### src/rtl/ea_gen_pkg.sv
package ea_gen_pkg;

   localparam logic [3:0] OPC_BRANCH  = 4'b0000;
   localparam logic [3:0] OPC_ADD     = 4'b0001;
   localparam logic [3:0] OPC_LD_PC   = 4'b0010;
   localparam logic [3:0] OPC_ST_PC   = 4'b0011;
   localparam logic [3:0] OPC_CALL    = 4'b0100;
   localparam logic [3:0] OPC_AND     = 4'b0101;
   localparam logic [3:0] OPC_LD_BASE = 4'b0110;
   localparam logic [3:0] OPC_ST_BASE = 4'b0111;
   localparam logic [3:0] OPC_RET_INT = 4'b1000;
   localparam logic [3:0] OPC_NOT     = 4'b1001;
   localparam logic [3:0] OPC_LD_IND  = 4'b1010;
   localparam logic [3:0] OPC_ST_IND  = 4'b1011;
   localparam logic [3:0] OPC_JUMP    = 4'b1100;
   localparam logic [3:0] OPC_RSVD    = 4'b1101;
   localparam logic [3:0] OPC_ADDR_PC = 4'b1110;
   localparam logic [3:0] OPC_VECTOR  = 4'b1111;

   typedef enum logic {
      BASE_PC  = 1'b0,
      BASE_REG = 1'b1
   } base_src_e;

   typedef enum logic [1:0] {
      OFS_ZERO  = 2'd0,
      OFS_SHORT = 2'd1,
      OFS_MID   = 2'd2,
      OFS_LONG  = 2'd3
   } ofs_sel_e;

   typedef struct packed {
      base_src_e base;
      ofs_sel_e  ofs;
      logic      indirect;
      logic      vector;
   } ea_ctl_t;

endpackage

### src/rtl/ea_gen_decode.sv
module ea_gen_decode
   import ea_gen_pkg::*;
(
   input  logic [3:0] opc_i,
   input  logic       long_form_i,
   output ea_ctl_t    ctl_o
);

   always_comb begin
      ctl_o          = '0;
      ctl_o.base     = BASE_PC;
      ctl_o.ofs      = OFS_ZERO;
      case (opc_i)
         OPC_BRANCH,
         OPC_LD_PC,
         OPC_ST_PC,
         OPC_ADDR_PC: ctl_o.ofs = OFS_MID;
         OPC_LD_IND,
         OPC_ST_IND: begin
            ctl_o.ofs      = OFS_MID;
            ctl_o.indirect = 1'b1;
         end
         OPC_LD_BASE,
         OPC_ST_BASE: begin
            ctl_o.base = BASE_REG;
            ctl_o.ofs  = OFS_SHORT;
         end
         OPC_CALL: begin
            if (long_form_i) begin
               ctl_o.ofs = OFS_LONG;
            end else begin
               ctl_o.base = BASE_REG;
            end
         end
         OPC_JUMP:   ctl_o.base   = BASE_REG;
         OPC_VECTOR: ctl_o.vector = 1'b1;
         default: ;
      endcase
   end

endmodule

### src/rtl/ea_gen_offset.sv
module ea_gen_offset
   import ea_gen_pkg::*;
#(
   parameter int DATA_W  = 16,
   parameter int SHORT_W = 6,
   parameter int MID_W   = 9,
   parameter int LONG_W  = 11
) (
   input  logic [LONG_W-1:0] fld_i,
   input  ofs_sel_e          sel_i,
   output logic [DATA_W-1:0] ofs_o
);

   localparam int N_FORMS = 3;

   function automatic int form_width(input int idx);
      case (idx)
         0:       return SHORT_W;
         1:       return MID_W;
         default: return LONG_W;
      endcase
   endfunction

   if (SHORT_W >= MID_W || MID_W >= LONG_W) begin : g_bad_order
      $error("offset widths must increase strictly");
   end
   if (LONG_W >= DATA_W) begin : g_bad_long
      $error("longest offset must be narrower than the data path");
   end

   logic [DATA_W-1:0] ext [N_FORMS];

   for (genvar g = 0; g < N_FORMS; g++) begin : g_form
      localparam int W = form_width(g);
      assign ext[g] = {{(DATA_W-W){fld_i[W-1]}}, fld_i[W-1:0]};
   end

   always_comb begin
      case (sel_i)
         OFS_SHORT: ofs_o = ext[0];
         OFS_MID:   ofs_o = ext[1];
         OFS_LONG:  ofs_o = ext[2];
         default:   ofs_o = '0;
      endcase
   end

   always_comb begin
      if (sel_i == OFS_SHORT) begin
         assert_short_span_R3: assert ($signed(ofs_o) >= -(2 ** (SHORT_W-1))
                                       && $signed(ofs_o) < (2 ** (SHORT_W-1)))
            else $error("short offset outside its signed span");
      end
      if (sel_i == OFS_MID) begin
         assert_mid_span_R4: assert ($signed(ofs_o) >= -(2 ** (MID_W-1))
                                     && $signed(ofs_o) < (2 ** (MID_W-1)))
            else $error("mid offset outside its signed span");
      end
   end

endmodule

### src/rtl/ea_gen_adder.sv
module ea_gen_adder
   import ea_gen_pkg::*;
#(
   parameter int DATA_W = 16
) (
   input  logic [DATA_W-1:0] pc_i,
   input  logic [DATA_W-1:0] base_i,
   input  base_src_e         src_i,
   input  logic [DATA_W-1:0] ofs_i,
   output logic [DATA_W-1:0] sum_o
);

   logic [DATA_W-1:0] addend;

   always_comb begin
      addend = (src_i == BASE_REG) ? base_i : pc_i;
      sum_o  = addend + ofs_i;
   end

endmodule

### src/rtl/ea_gen.sv
module ea_gen
   import ea_gen_pkg::*;
#(
   parameter int INSTR_W = 16,
   parameter int DATA_W  = 16,
   parameter int OPC_W   = 4,
   parameter int SHORT_W = 6,
   parameter int MID_W   = 9,
   parameter int LONG_W  = 11,
   parameter int VEC_W   = 8
) (
   input  logic [INSTR_W-1:0] instr_i,
   input  logic [DATA_W-1:0]  pc_next_i,
   input  logic [DATA_W-1:0]  base_val_i,
   output logic [DATA_W-1:0]  addr_o,
   output logic [DATA_W-1:0]  vector_o,
   output logic               mar_src_o,
   output logic               indirect_o
);

   localparam int OPC_LSB  = INSTR_W - OPC_W;
   localparam int FORM_BIT = LONG_W;

   if (OPC_W != 4) begin : g_bad_opc
      $error("decoder expects a 4-bit opcode");
   end
   if (FORM_BIT >= OPC_LSB) begin : g_bad_form
      $error("long offset collides with opcode field");
   end
   if (VEC_W > LONG_W || VEC_W >= DATA_W) begin : g_bad_vec
      $error("vector field too wide");
   end

   ea_ctl_t           ctl;
   logic [DATA_W-1:0] ofs;

   ea_gen_decode u_decode (
      .opc_i       (instr_i[INSTR_W-1:OPC_LSB]),
      .long_form_i (instr_i[FORM_BIT]),
      .ctl_o       (ctl)
   );

   ea_gen_offset #(
      .DATA_W  (DATA_W),
      .SHORT_W (SHORT_W),
      .MID_W   (MID_W),
      .LONG_W  (LONG_W)
   ) u_offset (
      .fld_i (instr_i[LONG_W-1:0]),
      .sel_i (ctl.ofs),
      .ofs_o (ofs)
   );

   ea_gen_adder #(
      .DATA_W (DATA_W)
   ) u_adder (
      .pc_i   (pc_next_i),
      .base_i (base_val_i),
      .src_i  (ctl.base),
      .ofs_i  (ofs),
      .sum_o  (addr_o)
   );

   assign vector_o   = {{(DATA_W-VEC_W){1'b0}}, instr_i[VEC_W-1:0]};
   assign mar_src_o  = ctl.vector;
   assign indirect_o = ctl.indirect;

   always_comb begin
      if (indirect_o) begin
         assert_ptr_pc_rel_R2: assert (ctl.base == BASE_PC && ctl.ofs == OFS_MID)
            else $error("pointer address not formed PC-relative");
      end
      if (mar_src_o) begin
         assert_vec_direct_R7: assert (!indirect_o && ctl.ofs == OFS_ZERO)
            else $error("vector select mixed with adder use");
      end
      if (ctl.base == BASE_REG && ctl.ofs == OFS_ZERO) begin
         assert_reg_jump_R6: assert (addr_o == base_val_i)
            else $error("register jump target altered");
      end
   end

endmodule

### config.mk
export PLATFORM = sky130hd
export DESIGN_NAME = ea_gen
export DESIGN_NICKNAME = d
export VERILOG_FILES = /design/src/rtl/ea_gen_pkg.sv /design/src/rtl/ea_gen_decode.sv /design/src/rtl/ea_gen_offset.sv /design/src/rtl/ea_gen_adder.sv /design/src/rtl/ea_gen.sv
export SDC_FILE = /design/constraint.sdc
export NUM_CORES = 1
export LEC_CHECK = 0
export BUFFER_PORTS_ARGS = -buffer_cell sky130_fd_sc_hd__buf_4
export CAP_MARGIN = 20
export CELL_PAD_IN_SITES_DETAIL_PLACEMENT = 0
export CELL_PAD_IN_SITES_GLOBAL_PLACEMENT = 1
export CORE_ASPECT_RATIO = 0.75
export CORE_UTILIZATION = 31
export DETAILED_ROUTE_END_ITERATION = 12
export PLACE_DENSITY = 0.92
export SLEW_MARGIN = 20
export SYNTH_ARGS = -nofsm -noshare
export SYNTH_HDL_FRONTEND = slang
export SYNTH_SLANG_ARGS = --single-unit
### constraint.sdc
create_clock -name vclk -period 5.8
set_input_delay 1.16 -clock vclk [all_inputs]
set_output_delay 1.16 -clock vclk [all_outputs]
set_load 0.02 [all_outputs]
=== Word level (Yosys, flattened, before mapping) ===
Index checks and enable logic that the tools add are counted.

* Output and inout port bits: 34
* Flip-flop bits (word level): 0

* Reduce and logical (&&, ||, !) cells: 5
* Equal/unequal tests: 13
* Add/subtract/negate cells: 1
* Multiplexer cells: 8

{| class="wikitable"
|+ Operators by type and width
! kind !! number
|-
| $pmux W16 S3 || 1
|-
| $eq A4 B4 Y1 const B || 5
|-
| $add A16 B16 Y16 || 1
|-
| $mux W16 || 1
|-
| $eq A4 B3 Y1 const B || 3
|-
| $eq A4 B2 Y1 const B || 2
|-
| $pmux W2 S3 || 1
|-
| $reduce_or A6 Y1 || 1
|-
| $eq A2 B2 Y1 const B || 2
|-
| $logic_not A4 Y1 || 1
|-
| $reduce_or A2 Y1 || 2
|-
| $mux W1 || 3
|-
| $reduce_or A3 Y1 || 1
|-
| $eq A2 B1 Y1 const B || 1
|-
| $mux W2 || 1
|-
| $pmux W1 S2 || 1
|}

=== Depth between registers and ports, before layout ===
Gate-level depths: netlist of run 1.

* Depth in word-level cells: 6
* Gate-level depth with buffers: 15
* Mapped depth without buffers: 14

=== By module ===
From an unflattened synthesis of run 1, not the netlist that was laid out.

* Cells, all modules: 185
* Area, all modules: 1370.1 um^2

{| class="wikitable"
|+ By module, submodules not included
! module !! times used !! area an instance (um^2) !! cells an instance
|-
| ea_gen_adder || 1 || 1029.7 || 130
|-
| ea_gen_offset || 1 || 142.6 || 24
|-
| ea_gen || 1 || 123.9 || 17
|-
| ea_gen_decode || 1 || 73.8 || 14
|}

=== Worst setup path after synthesis of run 1 ===
Ideal clock, no wire load.

* Path kind: input port to output port
* Start point: input port instr_i[14]
* End point: output port addr_o[12]
* Data arrival time: 4.216 ns
* Required time: 4.640 ns
* Stages on the path: 14
* Buffers on the path: 2
* Slack: 0.424 ns
* Cell sequence: clkbuf_8 inv_1 a21oi_1 nand2_1 buf_1 mux2_2 ha_1 nor2b_1 o31a_1 o41ai_1 a21oi_1 maj3_2 a21oi_2 xnor2_1

* Word-level cells in the longest chain between the ends: 6
* Elaborated cells on any way between the ends: 21
* Classes of those cells: 1 x add/sub; 12 x eq/ne; 4 x mux; 4 x reduce/logical

{| class="wikitable"
|+ Ends and longest elaborated chain
! element !! line !! source
|-
| start: declaration || ea_gen.sv:12 || <nowiki>input logic [INSTR_W-1:0] instr_i,</nowiki>
|-
| $eq A4 B2 Y1, or another cell as far along || ea_gen_decode.sv:13 || <nowiki>case (opc_i)</nowiki>
|-
| $reduce_or A6 Y1 (no source line) / $reduce_or A2 Y1 (equally long branches) || - ||
|-
| $pmux W2 S3 || ea_gen_decode.sv:13 ||
|-
| $eq A2 B2 Y1, or another cell as far along || ea_gen_offset.sv:39 || <nowiki>case (sel_i)</nowiki>
|-
| $pmux W16 S3 || ea_gen_offset.sv:39 ||
|-
| $add A16 B16 Y16 * || ea_gen_adder.sv:17 || <nowiki>sum_o = addend + ofs_i;</nowiki>
|-
| end: declaration || ea_gen.sv:15 || <nowiki>output logic [DATA_W-1:0] addr_o,</nowiki>
|}

Every way passes the cells marked *; elsewhere a longest branch is shown, timed or not.

=== Final worst setup path of run 1 ===
* Start point: input port instr_i[15]
* End point: output port addr_o[12]

The elaborated chain is that of the path after synthesis.

==> results of run 1 <==
-- stage by stage --
step / std cells / hold WS (ns) / instance area, um2 / power (W)
final: 301 / 2.53 / 1870 / 0.000288
after CTS: 301 / 2.53 / 1870 / 0.000288
after global placement: 301 / 2.53 / 1870 / 0.000285
after detailed placement: 301 / 2.53 / 1870 / 0.000287
after floorplan: 186 / 2.43 / 1350 / 0.000189
after global routing: 301 / 2.53 / 1870 / 0.000313
-- layout make-up --
cell class	count	area [um2]
repair buffers	78	586
inverters	12	47.5
fillers	442	2200
well taps	55	68.8
multi-input cells	156	1170
-- routing by layer --
layer,vias to the layer above,share of wire,track usage
met3,2,0.046,0.00775
met1,661,0.49,0.221
met5,-,0,0
met2,42,0.46,0.274
li1,762,-,-
met4,0,0.0039,0.00809
-- cell families after synthesis --
group,count (synthesis),share of synthesized area
xor+xnor,14,0.0926
other cells,1,0.00283
mux,15,0.125
fa+ha+maj,16,0.154
buf+inv,30,0.140
simple gates,54,0.227
compound gates,49,0.259
-- synth_stat cells (2+ instances only) --
cell type  number  area share
and2_1          8       0.038
nand4_1         2      0.0095
buf_4          16       0.091
o31a_1          2       0.013
nand2b_1        4       0.019
mux2_2         12        0.10
o21ai_1         3       0.011
o21ai_0        11       0.042
a31o_2          2       0.013
a21oi_1         9       0.034
a41oi_1         2       0.013
o21a_1          4       0.023
o211ai_1        4       0.023
ha_1           13        0.12
nor2_1         11       0.031
mux2i_1         3       0.023
nor3_1          2      0.0076
xnor2_1        12       0.079
xor2_1          2       0.013
nand3_1         3       0.011
nor2b_1         4       0.019
nand2_1        14       0.040
inv_1          11       0.031
-- power by group --
group	internal [W]	switching [W]
clock	0	0
combinational	0.000135	0.000154
sequential	0	0
total	0.000135	0.000154
-- worst paths after layout --
| path | startpoint | slack [ns] | end | cells after the start |
|---|---|---|---|---|
| max | instr_i[15] | 0.32 | addr_o[12] | 16 |
| min | instr_i[0] | 2.53 | vector_o[0] | 2 |
-- worst max-delay path: stages --
cell and delay [ns]:
buf_4 0.14, nor2b_1 0.15, o21ai_1 0.09, nand2_1 0.28
mux2_2 0.39, ha_1 0.22, inv_1 0.07, fa_1 0.21
nor2b_1 0.07, o31a_1 0.28, o41ai_1 0.27, a21oi_1 0.20
maj3_2 0.34, a21oi_2 0.14, xnor2_1 0.13, buf_4 0.16
==> impl_metrics.xml, run 1 <==
<?xml version="1.0" encoding="UTF-8"?>
<metrics>
  <group name="timing">
    <metric name="worst_pin_slew" unit="ns">0.518</metric>
    <metric name="post-route-period-util" unit="">0.945</metric>
    <metric name="number_of_failing_setup_endpoints_in_the_final_timing_report" unit="">0</metric>
    <metric name="slew-limit-headroom" unit="">0.651</metric>
    <metric name="maxClockFrequency" unit="MHz">183</metric>
    <metric name="setup-tns-final" unit="ns">0</metric>
    <metric name="minimum_setup_slack_in_the_final_design" unit="ns">0.321</metric>
    <metric name="drv_slew" unit="">0</metric>
    <metric name="final.min_clock_period" unit="ns">5.48</metric>
    <metric name="hold_viol" unit="">0</metric>
    <metric name="setup_repair_after_global_routing_missed_its_margin" unit="">no</metric>
  </group>
  <group name="placed_design">
    <metric name="dp_hpwl" unit="um">3160</metric>
    <metric name="pre_cts_slack" unit="ns">0.163</metric>
    <metric name="portbufs" unit="">74</metric>
    <metric name="global_placer_s_final_weighted_congestion" unit="">0.836</metric>
  </group>
  <group name="die">
    <metric name="die_height" unit="um">58.6</metric>
    <metric name="row_count" unit="">20</metric>
    <metric name="floorplan.initialDensity" unit="">0.325</metric>
    <metric name="dieArea" unit="um2">4540</metric>
    <metric name="io_pins" unit="">82</metric>
    <metric name="fp.coreArea" unit="um2">4080</metric>
    <metric name="die_width" unit="um">77.5</metric>
  </group>
  <group name="clocking">
    <metric name="hold_buf_count_cts" unit="">0</metric>
    <metric name="postCtsSetupBuffers" unit="">0</metric>
    <metric name="cts_resized" unit="">0</metric>
  </group>
  <group name="critical_path">
    <metric name="cp-start-kind" unit="">input pin</metric>
    <metric name="timing.critical_path.to_type" unit="">primary output</metric>
    <metric name="data_required_time_of_the_critical_path" unit="ns">4.64</metric>
    <metric name="timing.setup.critical_path_class" unit="">in2out</metric>
    <metric name="cp.arrival" unit="ns">4.32</metric>
    <metric name="critical_path.max_fanout" unit="">8</metric>
  </group>
  <group name="routing">
    <metric name="drt_first_pass_iters" unit="">4</metric>
    <metric name="dr_iter_0_viols" unit="">59</metric>
    <metric name="route.detailed.drc" unit="">0</metric>
    <metric name="via_count" unit="">1467</metric>
    <metric name="drt-vias-per-instance" unit="">4.87</metric>
    <metric name="totalWireLength" unit="um">3610</metric>
    <metric name="detail-route-antenna-nets" unit="">0</metric>
    <metric name="drt-wirelength-per-cell" unit="um">12.0</metric>
  </group>
  <group name="power">
    <metric name="vdd_ir_drop_max" unit="uV">59.4</metric>
    <metric name="power_density" unit="nW/um2">154</metric>
    <metric name="cellLeakagePower" unit="nW">0.929</metric>
  </group>
  <group name="hold_path">
    <metric name="min-delay-path-class" unit="">in2out</metric>
  </group>
  <group name="cells_and_area">
    <metric name="n_clock_buffer" unit="">0</metric>
    <metric name="storage_cell_area" unit="um2">0</metric>
    <metric name="num_antenna_cells" unit="">0</metric>
    <metric name="layout.cells.most_common_list" unit="">buf_4 (78), nand2_1 (14), ha_1 (13)</metric>
    <metric name="area_growth_syn_to_layout" unit="%">41.6</metric>
    <metric name="number_of_nets_in_the_final_layout" unit="">310</metric>
    <metric name="mostFrequentLayoutCell" unit="">buf_4</metric>
    <metric name="drive_above_1_share" unit="">0.411</metric>
    <metric name="design.seq.count" unit="">0</metric>
    <metric name="fin_util" unit="">0.460</metric>
  </group>
  <group name="run">
    <metric name="drv_cap" unit="">0</metric>
  </group>
  <group name="yosys">
    <metric name="yosysWarningCount" unit="">0</metric>
    <metric name="synth.cell_area" unit="um2">1320</metric>
    <metric name="synth.lib_cells_used.distinct" unit="">48</metric>
    <metric name="yosysSeqAreaShare" unit="">0</metric>
    <metric name="post_synth_inst_count" unit="">179</metric>
    <metric name="syn-mean-instance-area" unit="um2">7.40</metric>
  </group>
  <group name="global_route">
    <metric name="antenna_found_initial" unit="">0</metric>
    <metric name="grt_pass1_wl" unit="um">5950</metric>
    <metric name="gr-total-overflow" unit="">0</metric>
    <metric name="global_route.usage.total" unit="">0.156</metric>
    <metric name="grt_max_degree" unit="">11</metric>
    <metric name="number_of_global_route_vias_before_repair" unit="">1370</metric>
  </group>
  <group name="outcome">
    <metric name="outcome" unit="">finished, final reports clean</metric>
  </group>
</metrics>
No activity file was read; power rests on OpenSTA's default activity.
==> run 2, diff against run 1 <==
Settings changed: PLACE_DENSITY 0.92 to 0.9, SYNTH_HIERARCHICAL from default to 1.
==> impl_metrics.xml, run 2 <==
<?xml version="1.0" encoding="UTF-8"?>
<metrics>
  <group name="routing">
    <metric name="via_count" unit="">1434</metric>
    <metric name="dr_iter_0_viols" unit="">47</metric>
    <metric name="drt_first_pass_iters" unit="">4</metric>
    <metric name="totalWireLength" unit="um">3410</metric>
    <metric name="route.detailed.drc" unit="">0</metric>
    <metric name="drt-wirelength-per-cell" unit="um">11.4</metric>
    <metric name="drt-vias-per-instance" unit="">4.81</metric>
    <metric name="detail-route-antenna-nets" unit="">0</metric>
  </group>
  <group name="timing">
    <metric name="setup-tns-final" unit="ns">0</metric>
    <metric name="hold_viol" unit="">0</metric>
    <metric name="final.min_clock_period" unit="ns">5.41</metric>
    <metric name="worst_pin_slew" unit="ns">0.599</metric>
    <metric name="drv_slew" unit="">0</metric>
    <metric name="setup_repair_after_global_routing_missed_its_margin" unit="">no</metric>
    <metric name="post-route-period-util" unit="">0.932</metric>
    <metric name="slew-limit-headroom" unit="">0.598</metric>
    <metric name="maxClockFrequency" unit="MHz">185</metric>
    <metric name="number_of_failing_setup_endpoints_in_the_final_timing_report" unit="">0</metric>
  </group>
  <group name="critical_path">
    <metric name="timing.setup.critical_path_class" unit="">in2out</metric>
    <metric name="critical-path-slowest-cell" unit="">o21ai_1</metric>
    <metric name="data_required_time_of_the_critical_path" unit="ns">4.64</metric>
    <metric name="critical_path.max_fanout" unit="">11</metric>
    <metric name="cp-startpoint" unit="">instr_i[15]</metric>
    <metric name="timing.critical_path.to_type" unit="">primary output</metric>
    <metric name="cp.arrival" unit="ns">4.25</metric>
    <metric name="cp-start-kind" unit="">input pin</metric>
    <metric name="path_cells" unit="">buf_4, nor3b_1, a21oi_1, o22ai_1, inv_1, o21ai_1, ha_1, a21oi_2, o21ai_1, a21o_1, or4b_1, o211ai_1, buf_4</metric>
    <metric name="crit_path_max_incr_delay" unit="ns">0.51</metric>
  </group>
  <group name="cells_and_area">
    <metric name="design.seq.count" unit="">0</metric>
    <metric name="n_clock_buffer" unit="">0</metric>
    <metric name="num_antenna_cells" unit="">0</metric>
    <metric name="filler_cells" unit="">446</metric>
    <metric name="number_of_nets_in_the_final_layout" unit="">309</metric>
    <metric name="fin_util" unit="">0.445</metric>
    <metric name="layout.cells.most_common_list" unit="">buf_4 (76), nand2_1 (18), ha_1 (15)</metric>
    <metric name="mostFrequentLayoutCell" unit="">buf_4</metric>
    <metric name="drive_above_1_share" unit="">0.403</metric>
    <metric name="area_growth_syn_to_layout" unit="%">35.1</metric>
    <metric name="storage_cell_area" unit="um2">0</metric>
  </group>
  <group name="yosys">
    <metric name="synth_commonest_cells" unit="">buf_4 (22), nand2_1 (18), ha_1 (15)</metric>
    <metric name="ys_top_cells_by_area" unit="">ha_1 (14%), buf_4 (12%), mux2_2 (12%)</metric>
    <metric name="yosysMostFrequentCell" unit="">buf_4</metric>
    <metric name="synth.cell_area" unit="um2">1370</metric>
    <metric name="yosysWarningCount" unit="">6</metric>
    <metric name="netlist.top_cell.by_area" unit="">ha_1</metric>
    <metric name="syn-mean-instance-area" unit="um2">7.41</metric>
    <metric name="synth.top_cell.area_share" unit="">0.137</metric>
    <metric name="yosysSeqAreaShare" unit="">0</metric>
    <metric name="post_synth_inst_count" unit="">185</metric>
    <metric name="synth.lib_cells_used.distinct" unit="">43</metric>
  </group>
  <group name="global_route">
    <metric name="global_route.usage.met1" unit="">0.193</metric>
    <metric name="grt_util_met2" unit="">0.253</metric>
    <metric name="global_route.usage.total" unit="">0.139</metric>
    <metric name="grt_max_degree" unit="">12</metric>
    <metric name="number_of_global_route_vias_before_repair" unit="">1247</metric>
    <metric name="gr-total-overflow" unit="">0</metric>
    <metric name="antenna_found_initial" unit="">0</metric>
    <metric name="grt_pass1_wl" unit="um">5400</metric>
    <metric name="met3_usage" unit="">0.00462</metric>
    <metric name="top_usage_layer" unit="">met2</metric>
  </group>
  <group name="clocking">
    <metric name="postCtsSetupBuffers" unit="">0</metric>
  </group>
  <group name="die">
    <metric name="fp.coreArea" unit="um2">4150</metric>
    <metric name="dieArea" unit="um2">4690</metric>
    <metric name="floorplan.initialDensity" unit="">0.330</metric>
    <metric name="row_count" unit="">20</metric>
    <metric name="die_height" unit="um">59.6</metric>
    <metric name="die_width" unit="um">78.8</metric>
    <metric name="io_pins" unit="">82</metric>
  </group>
  <group name="hold_path">
    <metric name="min_to" unit="">vector_o[0]</metric>
    <metric name="hold_path_depth" unit="">2</metric>
    <metric name="hold_path_startpoint" unit="">instr_i[0]</metric>
    <metric name="min-delay-path-class" unit="">in2out</metric>
  </group>
  <group name="outcome">
    <metric name="outcome" unit="">finished, final reports clean</metric>
  </group>
  <group name="placed_design">
    <metric name="dp_hpwl" unit="um">2970</metric>
    <metric name="portbufs" unit="">74</metric>
    <metric name="global_placer_s_final_weighted_congestion" unit="">0.813</metric>
  </group>
  <group name="power">
    <metric name="cellLeakagePower" unit="nW">0.919</metric>
    <metric name="vdd_ir_drop_max" unit="uV">65.8</metric>
    <metric name="power_density" unit="nW/um2">168</metric>
  </group>
  <group name="run">
    <metric name="drv_cap" unit="">0</metric>
  </group>
</metrics>
==> run 2: changes by cell type in the layout (fill, tap and decap cells not counted), sizes merged, moves of 3 or more <==
cell    delta
nand2b     -4
o21ai      -4
nor2b      +5
and2       -7
a21o       +3
a21oi      +6
xnor2      -6
xor2       +3
nor2       -3
a31oi      +3
nand2      +4
==> run 2: layout make-up <==
class,count,area (um2),share of cell area
inverters,10,37.5,0.0203
multi-input cells,157,1170,0.634
well taps,55,68.8,0.0372
repair buffers,76,571,0.308
==> run 2: worst max-delay path: cells and delay by family <==
kind	cells	cell delay, ns
buffers and inverters	3	0.40
adders and majority gates	1	0.47
AOI/OAI and AO/OA	7	1.57
and+or+nand+nor	2	0.65
==> run 2: routing by layer <==
layer,vias to the layer above,routed length [um]
met1,627,1680
li1,764,-
met4,0,0
met2,43,1550
met3,0,183
met5,-,0
==> run 2: kinds of logic after synthesis <==
family,Yosys count,synth area share
other,1,0.00274
adders and majority gates,16,0.152
buffers and inverters,35,0.163
AOI/OAI and AO/OA,52,0.256
and+or+nand+nor,52,0.213
xor gates and xnor gates,11,0.0703
muxes,18,0.144
==> run 2: repair_timing <==
action | 4_1_cts | 5_1_grt
endpoints found under the setup margin | 0 | 1
hold buffers | 0 | 0
resized for setup | 0 | 1
==> run 2: through the flow <==
| stage | setup WS [ns] | std cells | power, W | cell area, um2 | hold WS (ns) |
|---|---|---|---|---|---|
| after floorplan | 0.751 | 192 | 0.000215 | 1400 | 2.40 |
| after global placement | 0.184 | 298 | 0.000310 | 1850 | 2.53 |
| after detailed placement | 0.0624 | 298 | 0.000311 | 1850 | 2.53 |
| after CTS | 0.0597 | 298 | 0.000312 | 1850 | 2.53 |
| after global routing | 0.0849 | 298 | 0.000338 | 1850 | 2.53 |
| final | 0.393 | 298 | 0.000310 | 1850 | 2.53 |
==> run 2: power breakdown <==
group | switching (W) | total (W) | leakage (nW) | internal [W]
registers | 0 | 0 | 0 | 0
logic | 0.000168 | 0.000310 | 0.919 | 0.000142
clock network | 0 | 0 | 0 | 0
total | 0.000168 | 0.000310 | 0.919 | 0.000142
==> run 2: worst max path at each step <==
stage	cells after the start	slack (ns)	end
5_1_grt	13	0.08	addr_o[15]
3_5_place_dp	13	0.06	addr_o[15]
3_3_place_gp	13	0.18	addr_o[15]
4_1_cts	13	0.06	addr_o[15]
2_1_floorplan	13	0.75	addr_o[13]
6_report	13	0.39	addr_o[15]
